### src/rtl/updn_pkg.sv
package updn_pkg;

  typedef enum logic [1:0] {
    OP_HOLD = 2'd0,
    OP_LOAD = 2'd1,
    OP_INC  = 2'd2,
    OP_DEC  = 2'd3
  } step_op_e;

endpackage

### src/rtl/updn_op_decode.sv
module updn_op_decode
  import updn_pkg::*;
(
  input  logic     load_n,
  input  logic     cnt_en_n,
  input  logic     chain_en_n,
  input  logic     up,
  output step_op_e op
);

  logic counting;

  assign counting = ~cnt_en_n & ~chain_en_n;

  // Preset wins over counting; enables are don't-care while load_n is low.
  always_comb begin
    if (!load_n)       op = OP_LOAD;
    else if (!counting) op = OP_HOLD;
    else if (up)        op = OP_INC;
    else                op = OP_DEC;
  end

endmodule

### src/rtl/updn_next_value.sv
module updn_next_value
  import updn_pkg::*;
#(
  parameter int W = 4
) (
  input  step_op_e     op,
  input  logic [W-1:0] cur,
  input  logic [W-1:0] din,
  output logic [W-1:0] nxt
);

  localparam logic [W-1:0] ONE = W'(1);

  always_comb begin
    unique case (op)
      OP_LOAD: nxt = din;
      OP_INC:  nxt = cur + ONE;
      OP_DEC:  nxt = cur - ONE;
      default: nxt = cur;
    endcase
  end

endmodule

### src/rtl/updn_terminal_flag.sv
module updn_terminal_flag #(
  parameter int W = 4
) (
  input  logic [W-1:0] cur,
  input  logic         up,
  input  logic         chain_en_n,
  output logic         carry_n
);

  logic at_top;
  logic at_bottom;
  logic at_end;

  assign at_top    = &cur;
  assign at_bottom = ~|cur;
  assign at_end    = up ? at_top : at_bottom;
  assign carry_n   = ~(at_end & ~chain_en_n);

endmodule

### src/rtl/updn_count_stage.sv
module updn_count_stage
  import updn_pkg::*;
#(
  parameter int W = 4
) (
  input  logic         clk,
  input  logic         load_n,
  input  logic [W-1:0] din,
  input  logic         up,
  input  logic         cnt_en_n,
  input  logic         chain_en_n,
  output logic [W-1:0] q,
  output logic         carry_n
);

  step_op_e     op;
  logic [W-1:0] nxt;
  logic [W-1:0] cnt_q;

  updn_op_decode u_decode (
    .load_n     (load_n),
    .cnt_en_n   (cnt_en_n),
    .chain_en_n (chain_en_n),
    .up         (up),
    .op         (op)
  );

  updn_next_value #(.W(W)) u_next (
    .op  (op),
    .cur (cnt_q),
    .din (din),
    .nxt (nxt)
  );

  // Single register: every bit shares the one clock edge.
  always_ff @(posedge clk) begin
    cnt_q <= nxt;
  end

  updn_terminal_flag #(.W(W)) u_term (
    .cur        (cnt_q),
    .up         (up),
    .chain_en_n (chain_en_n),
    .carry_n    (carry_n)
  );

  assign q = cnt_q;

endmodule

### config.mk
export PLATFORM = sky130hd
export DESIGN_NAME = updn_count_stage
export DESIGN_NICKNAME = d
export VERILOG_FILES = /design/src/rtl/updn_pkg.sv /design/src/rtl/updn_op_decode.sv /design/src/rtl/updn_next_value.sv /design/src/rtl/updn_terminal_flag.sv /design/src/rtl/updn_count_stage.sv
export SDC_FILE = /design/constraint.sdc
export NUM_CORES = 1
export LEC_CHECK = 0
export ABC_AREA = 1
export BUFFER_PORTS_ARGS = -buffer_cell sky130_fd_sc_hd__buf_2
export CORE_AREA = 2 2 39 41
export DETAILED_ROUTE_END_ITERATION = 10
export DIE_AREA = 0 0 41 43
export GPL_ROUTABILITY_DRIVEN = 0
export GPL_TIMING_DRIVEN = 0
export HOLD_SLACK_MARGIN = 0.05
export PLACE_DENSITY = 0.61
export SLEW_MARGIN = 20
export SYNTH_ARGS = -nofsm -noshare
export SYNTH_HDL_FRONTEND = slang
export SYNTH_SLANG_ARGS = --single-unit
### constraint.sdc
create_clock -name clk -period 1.45 [get_ports clk]
set_clock_uncertainty 0.15 [all_clocks]
set_input_delay 0.29 -clock clk [delete_from_list [all_inputs] [get_ports clk]]
set_output_delay 0.29 -clock clk [all_outputs]
set_load 0.01 [all_outputs]
; ---- Word level (Yosys, flattened, before mapping)
; Cells that the tools add are included.
[word_totals]
in_bits = 9
out_inout_bits = 5
register_bits = 4
[op_classes]
bitwise_logic = 5
n_eq_ne = 3
muxes = 5
add_sub_neg = 2
reduce_logical = 4
[op_table]
columns = cell, count
row1 = $pmux 4 s3, 1
row2 = $add 4x1->4 const B, 1
row3 = $eq 2x2->1 const B, 2
row4 = $mux 2, 2
row5 = $reduce_and 4->1, 1
row6 = $reduce_or 4->1, 1
row7 = $sub 4x1->4 const B, 1
row8 = $not 1->1, 3
row9 = $reduce_bool 3->1, 1
row10 = $and 1x1->1, 2
row11 = $eq 2x1->1 const B, 1
row12 = $mux 1, 2
row13 = $logic_not 1->1, 1

; ---- Logic depth before layout (Yosys ltp)
; Gate-level depths: netlist (run 1).
[depth]
word_depth = 6
depth_mapped = 10
ltp_nobuf = 10

; ---- Cells and area by module
; A second synthesis (run 1) with hierarchy kept.
[unflattened]
cells_unflattened = 63
hier_area_um2 = 372.9
[modules_own_cells]
columns = module, instances, seq_area_each_um2, area_per_inst_um2, cells_per_inst
row1 = updn_next_value, 1, 0.0, 219.0, 42
row2 = updn_count_stage, 1, 80.1, 80.1, 4
row3 = updn_terminal_flag, 1, 0.0, 46.3, 12
row4 = updn_op_decode, 1, 0.0, 27.5, 5

; ---- Worst setup path before layout (run 1)
; OpenSTA, ideal clock, no wires.
[synth_timing]
path_type = reg2reg
from = register cnt_q[1], in the netlist q[1]
to = register cnt_q[2], in the netlist q[2] (data pin)
period_less_slack_ns = 1.595
t_arrival_ns = 1.187
required_time_ns = 1.042
path_slack_ns = -0.145
stages_incl_launch_ff = 9
cell_sequence = edfxtp_1 > nand4_1 > nand2_1 > inv_2 > ha_1 > inv_1 > nand2_1 > xor2_1 > o21ai_1
[synth_via]
elab_chain_len = 2
word_cells_on_any_way = 3
[synth_lines]
columns = item, line
row1 = "start, declared", updn_count_stage.sv:18  ; logic [W-1:0] cnt_q;
row2 = "start signal, assigned", updn_count_stage.sv:37  ; cnt_q <= nxt;
row3 = $sub 4x1->4 or $add 4x1->4 (tied branches), "updn_next_value.sv:18, updn_next_value.sv:17"
row4 = $pmux 4 s3 *, updn_next_value.sv:15  ; unique case (op)
row5 = net nxt[2], updn_count_stage.sv:17  ; logic [W-1:0] nxt;
; The timed path passes the listed nets; every way through them passes the cells marked *.
; A chain may end at the register's enable or synchronous reset.

; ---- Worst setup path after layout (run 1)
; Same ends and word-level chain as after synthesis.

==> results of run 1 <==
-- metal layers --
| layer | global-route usage [%] | share of wire (%) | vias to the layer above | routed length, µm |
|---|---|---|---|---|
| li1 | - | - | 196 | - |
| met1 | 14.7 | 43 | 166 | 354 |
| met2 | 17.5 | 50 | 11 | 415 |
| met3 | 1.57 | 6.8 | 0 | 56 |
| met4 | 10.0 | 0 | 0 | 0 |
| met5 | 0 | 0 | - | 0 |
-- cell type report --
| type | count | share of cell area, % |
|---|---|---|
| well taps | 16 | 3.76 |
| multi-input cells | 35 | 46.0 |
| clock buffers | 3 | 4.23 |
| repair buffers | 16 | 17.8 |
| inverters | 8 | 5.63 |
| flip-flops and latches | 4 | 22.5 |
-- critical path: stages (launching register included) --
cell      delay (ps)
edfxtp_1         450
nand4_1          160
nand2_1          110
inv_2             50
ha_4             150
inv_2             40
nand2_2           50
xor2_2           120
o21ai_1           80
-- synthesized netlist by cell type, drive strengths merged --
cell type / number
nor2: 3
ha: 1
nor4: 1
o21ai: 5
nand3: 4
nand4: 2
edfxtp: 4
a41oi: 1
inv: 8
nand2: 15
o211ai: 1
xor2: 2
-- cells by family (layout without fill, tap and decap cells) --
logic type,after synthesis,count (layout),share of synthesized area [%]
AO/OA/AOI/OAI,7,7,11.8
XOR/XNOR,2,2,5.00
adder cells (fa/ha/maj),1,1,3.57
buffers and inverters,8,27,8.57
flip-flops,4,4,34.3
AND/OR/NAND/NOR,25,25,36.8
-- metrics by stage --
stage | area [µm²] | setup TNS (ps) | hold slack, ps | utilization, %
3_5_place_dp | 448 | -640 | 424 | 32.4
3_3_place_gp | 448 | -623 | 420 | 32.4
6_report | 533 | -435 | 184 | 38.5
4_1_cts | 493 | -363 | 177 | 35.6
2_1_floorplan | 363 | -112 | 326 | -
5_1_grt | 533 | -755 | 191 | 38.5
-- worst paths after layout --
| kind | to | from | slack, ps |
|---|---|---|---|
| min reg2reg | q[0]$_DFFE_PP_ | q[0]$_DFFE_PP_ | 640 |
| max | q[2]$_DFFE_PP_ | q[1]$_DFFE_PP_ | -170 |
| max reg2reg | q[2]$_DFFE_PP_ | q[1]$_DFFE_PP_ | -170 |
| min | q[1]$_DFFE_PP_ | din[1] | 180 |
-- where the power goes --
group,switching (mW),leakage (nW),internal [mW],total (mW)
combinational,0.0708,0.197,0.0582,0.129
sequential,0.0140,0.0402,0.142,0.156
clock,0.0429,0.0138,0.0924,0.135
total,0.128,0.251,0.292,0.420
-- what timing repair did --
item / CTS / global route
setup buffers: 3 / 0
endpoints found under the setup margin: 2 / 4
pin swaps: 2 / 2
gates resized for setup: 1 / 8
-- cells in the final DEF, fill, tap and decap left out, types with 2 or more instances in the layout --
cell type,count
buf_2,13
nand2_1,11
inv_2,4
inv_1,4
edfxtp_1,4
nand2_2,3
o21ai_1,3
nand3_1,3
clkbuf_4,3
nand4_1,2
buf_6,2
==> metrics.md, run 1 <==
| Metric | Value |
|---|---|
| Via density | approximately 4.5 |
| # diodes | 0 |
| WL final | 826 µm |
| IO Port Bufs | 13 |
| Max_cap viols | 0 |
| Detail Route Antenna Nets | 0 |
| Initial Util | 25.3% |
| CP startpoint kind | register |
| Sink Count | 4 |
| Die width | about 41 µm |
| DP HPWL | approximately 630 µm |
| Drt wl/cell | 10.1 µm |
| Largest cells by area after synthesis | edfxtp_1, nand2_1, o21ai_1 |
| Placed Instances | 76 |
| Top-area cell type share of the netlist area | 34.3% |
| Type of the worst setup path | reg -> reg |
| Violated checks | negative setup slack |
| Pwr dens | between 700 and 800 nW/µm² |
| Area Growth Syn to Fin | 52.1% |
| Final std cells w/o fill | between 80 and 90 |
| First DRT Iteration DRCs | 2 |
| VDD IR max | 0.402 mV |
| Largest area contributor in the netlist | edfxtp_1 |
| Register Area | 120 µm² |
| Req. time, crit path | 1270 ps |
| Setup crit end kind | register |
| Core Region | 1380 µm² |
| Clock-pin slew on the worst setup and hold paths | about 40 ps |
| Multi-input gate area | approximately 250 µm² |
| Fillers | roughly 160 |
| Ports | 14 |
| Pre-CTS setup slack | -345 ps |
| TritonCTS clock tree | yes |
| Final #Nets | slightly below 80 |
| Largest net degree at the start of global routing | 8 |
| GRT overflow | 0 |
| Crit-path max FO | 6 |
| RSZ-0062 raised after global routing | yes |
| Seq/Total Area, Yosys | between 30 and 40% |
| Root buf cell | clkbuf_4 |
| Max Slew Vio Count | 0 |
| Total CTS buffers | 3 |
| Die height | 43 µm |
| Hold depth | 3 |
| Vias | roughly 370 |
| Global Route Usage Sum | 12.0% |
| H-tree depth | 1 |
| Number of global-route vias before repair | about 370 |
| Residual DRC | 0 |
| Clk Latency, worst-skew pair | roughly 230 ps |
| Syn Inst Count | between 40 and 50 |
| Post-synth cell types | 18 |
| Final setup fails | 4 |
| Lkg Pwr | approximately 0.25 nW |
| Syn_nets | 57 |
| Max Clock Freq | 617 MHz |
| Worst-Margin Slew | just under 400 ps |
| Yosys synthesis warning count | 0 |
| Longest Clk Path Bufs | 2 |
| Number of synthesized register bits | 4 |
| Synth Area per Inst | between 7 and 8 µm² |
| Final hold violation count | 0 |
| Share of cells above drive strength 1 | a little over half |
| Die area | ~1800 µm² |
| # rows | 14 |
| Worst-case reg-to-reg path depth | 8 |
| Cell area after synthesis | 350 µm² |
| Drt pass-1 iters | 3 |
| Pwr Total | about 0.42 mW |
| Period utilization | 112% |
| Global-route wire length before repair | between 1000 and 1500 µm |
| CTS Hold Buffers Added | 0 |
| Rel. slew slack | about three quarters |
| Final WS setup | -172 ps |
| Final min period | approximately 1600 ps |
| Largest register FFs | 4 |
| Min-Delay Path Class | in -> reg |
| Worst endpoint data arrival time | 1440 ps |
| Status | complete, but fails checks |
| Initial antenna violation count | 0 |
No activity file was read; power rests on OpenSTA's default activity.
==> inputs of run 2 (changes only) <==
--- a/config.mk
+++ b/config.mk
@@ -8,13 +8,14 @@
 export ABC_AREA = 1
 export BUFFER_PORTS_ARGS = -buffer_cell sky130_fd_sc_hd__buf_2
 export CORE_AREA = 2 2 39 41
+export CTS_BUF_LIST = sky130_fd_sc_hd__clkbuf_16
 export DETAILED_ROUTE_END_ITERATION = 10
 export DIE_AREA = 0 0 41 43
 export GPL_ROUTABILITY_DRIVEN = 0
 export GPL_TIMING_DRIVEN = 0
 export HOLD_SLACK_MARGIN = 0.05
 export PLACE_DENSITY = 0.61
-export SLEW_MARGIN = 20
+export SLEW_MARGIN = 25
 export SYNTH_ARGS = -nofsm -noshare
 export SYNTH_HDL_FRONTEND = slang
 export SYNTH_SLANG_ARGS = --single-unit
==> constraint.sdc (replaced) <==
create_clock -name clk -period 1.45 [get_ports clk]
set_clock_uncertainty 0.15 [all_clocks]
set_input_delay 0.0725 -clock clk [delete_from_list [all_inputs] [get_ports clk]]
set_output_delay 0.0725 -clock clk [all_outputs]
set_load 0.01 [all_outputs]
==> metrics.md, run 2 (synthesis gave the netlist of run 1 again) <==
| Metric | Value |
|---|---|
| Worst endpoint data arrival time | ~1400 ps |
| Register Area | around 120 µm² |
| Total CTS buffers | 3 |
| Ports | 14 |
| CP startpoint kind | register |
| Via density | around 4.4 |
| Leading cell type in the layout, fill and taps excluded | buf_2 |
| Area Growth Syn to Fin | 80.4% |
| Fillers | between 100 and 150 |
| Period utilization | 111% |
| RSZ-0062 raised after global routing | yes |
| # diodes | 0 |
| Final hold violation count | 0 |
| VDD IR max | 0.795 mV |
| Reg2reg end | q[2]$_DFFE_PP_ |
| Util after Layout | 45.7% |
| Core Region | roughly 1400 µm² |
| Hold depth | 2 |
| Clk Latency, worst-skew pair | 220 ps |
| H-tree depth | 1 |
| WL final | 933 µm |
| IO Port Bufs | 13 |
| Lkg Pwr | 0.300 nW |
| Vias | approximately 400 |
| Longest Clk Path Bufs | 2 |
| Multi-input gate area | 236 µm² |
| Die height | between 40 and 50 µm |
| Cells along the critical path | inv_1 > nand2_1 > nand2_1 > inv_2 > ha_4 > inv_2 > nand2_2 > xor2_2 > o21ai_1 |
| Max Slew Vio Count | 0 |
| Final setup fails | 3 |
| Final min period | roughly 1600 ps |
| GRT overflow | 0 |
| Max stage delay on crit path | 420 ps |
| Status | complete, but fails checks |
| Setup crit end kind | register |
| Slowest-stage cell, CP | edfxtp_1 |
| Hold Slack | around 160 ps |
| Residual DRC | 0 |
| Req. time, crit path | about 1300 ps |
| Rel. slew slack | 73.8% |
| Number of global-route vias before repair | 370 |
| Drt wl/cell | between 10 and 15 µm |
| Final #Nets | 85 |
| Violated checks | negative setup slack |
| Max_cap viols | 0 |
| Min-Delay Path Class | in -> reg |
| Pwr dens | between 1000 and 1500 nW/µm² |
| Commonest cells after routing, fill and taps aside | buf_2, nand2_1, buf_4 |
| Worst-Margin Slew | around 400 ps |
| Worst-case reg-to-reg path depth | 9 |
| Drt pass-1 iters | 4 |
| Root buf cell | clkbuf_16 |
| Global-route wire length before repair | ~1400 µm |
| Largest net degree at the start of global routing | 8 |
| TritonCTS clock tree | yes |
| Hold Startpoint | cnt_en_n |
| Max Clock Freq | about 620 MHz |
| Worst hold path endpoint | q[0]$_DFFE_PP_ |
| FF-to-FF setup slack | -150 ps |
| Global Route Usage Sum | 11.9% |
| Type of the worst setup path | reg -> reg |
| # rows | 14 |
| TNS Setup | -237 ps |
| Initial antenna violation count | 0 |
| Share of cells above drive strength 1 | about half |
| Sink Count | 4 |
| First DRT Iteration DRCs | 5 |
| RR Startpoint | q[1]$_DFFE_PP_ |
| DP HPWL | between 600 and 700 µm |
| Largest register FFs | 4 |
| Final WS setup | -153 ps |
| Clock-pin slew on the worst setup and hold paths | ~30 ps |
| Initial Util | between 20% and 30% |
| Die area | around 1800 µm² |
| Detail Route Antenna Nets | 0 |
| Crit-path max FO | 4 |
| Die width | between 40 and 50 µm |
run 2: metal layers:
metal  up-vias  track usage [%]  routed length, µm
li1        211                -                  -
met1       174             13.7                390
met2        11             18.1                490
met3         0             1.57                 52
met4         0             10.0                  0
met5         -                0                  0
run 2: worst max path at each step:
| stage | startpoint | to | slack [ps] | cells after the start |
|---|---|---|---|---|
| floorplan | q[1]$_DFFE_PP_ | q[2]$_DFFE_PP_ | -110 | 8 |
| global placement | q[1]$_DFFE_PP_ | q[2]$_DFFE_PP_ | -200 | 8 |
| detailed placement | q[1]$_DFFE_PP_ | q[2]$_DFFE_PP_ | -180 | 8 |
| CTS | q[1]$_DFFE_PP_ | q[2]$_DFFE_PP_ | -90 | 9 |
| global route | q[1]$_DFFE_PP_ | q[2]$_DFFE_PP_ | -220 | 8 |
| finish | q[1]$_DFFE_PP_ | q[2]$_DFFE_PP_ | -150 | 9 |
run 2: what timing repair did:
item                                    in CTS  in global routing
resized for setup                            4                  2
hold buffers                                 4                  0
pin swaps                                    1                  4
gates cloned                                 0                  0
endpoints found under the setup margin       2                  3
buffers inserted                             4                  2
endpoints found under the hold margin        4                  0
run 2: cell type report:
type | instances | share of cell area (%)
clock buffer | 3 | 11.9
inverter | 8 | 4.75
multi-input combinational | 35 | 37.4
sequential | 4 | 19.0
tap | 16 | 3.17
timing repair buffer | 23 | 23.8
run 2: critical path, delay by kind of cell, from the launching register on:
family / cells / cell delay (ps)
buffers and inverters: 3 / 170
adder cells (fa/ha/maj): 1 / 150
flip-flops: 1 / 420
XOR/XNOR: 1 / 130
AND/OR/NAND/NOR: 3 / 220
AO/OA/AOI/OAI: 1 / 90
run 2: where the power goes:
part / total [mW] / switching [mW] / internal (mW)
logic: 0.140 / 0.0722 / 0.0676
clock network: 0.422 / 0.0706 / 0.352
registers: 0.156 / 0.0146 / 0.142
total: 0.718 / 0.157 / 0.561
run 2: stage by stage:
| stage | instance area, µm² | cells | power [mW] | setup WS, ps |
|---|---|---|---|---|
| 6_report | 632 | 89 | 0.718 | -153 |
| 3_5_place_dp | 448 | 76 | 0.260 | -178 |
| 5_1_grt | 632 | 89 | 0.748 | -215 |
| 2_1_floorplan | 363 | 47 | 0.220 | -112 |
| 3_3_place_gp | 448 | 76 | 0.258 | -204 |
| 4_1_cts | 602 | 87 | 0.713 | -92.4 |
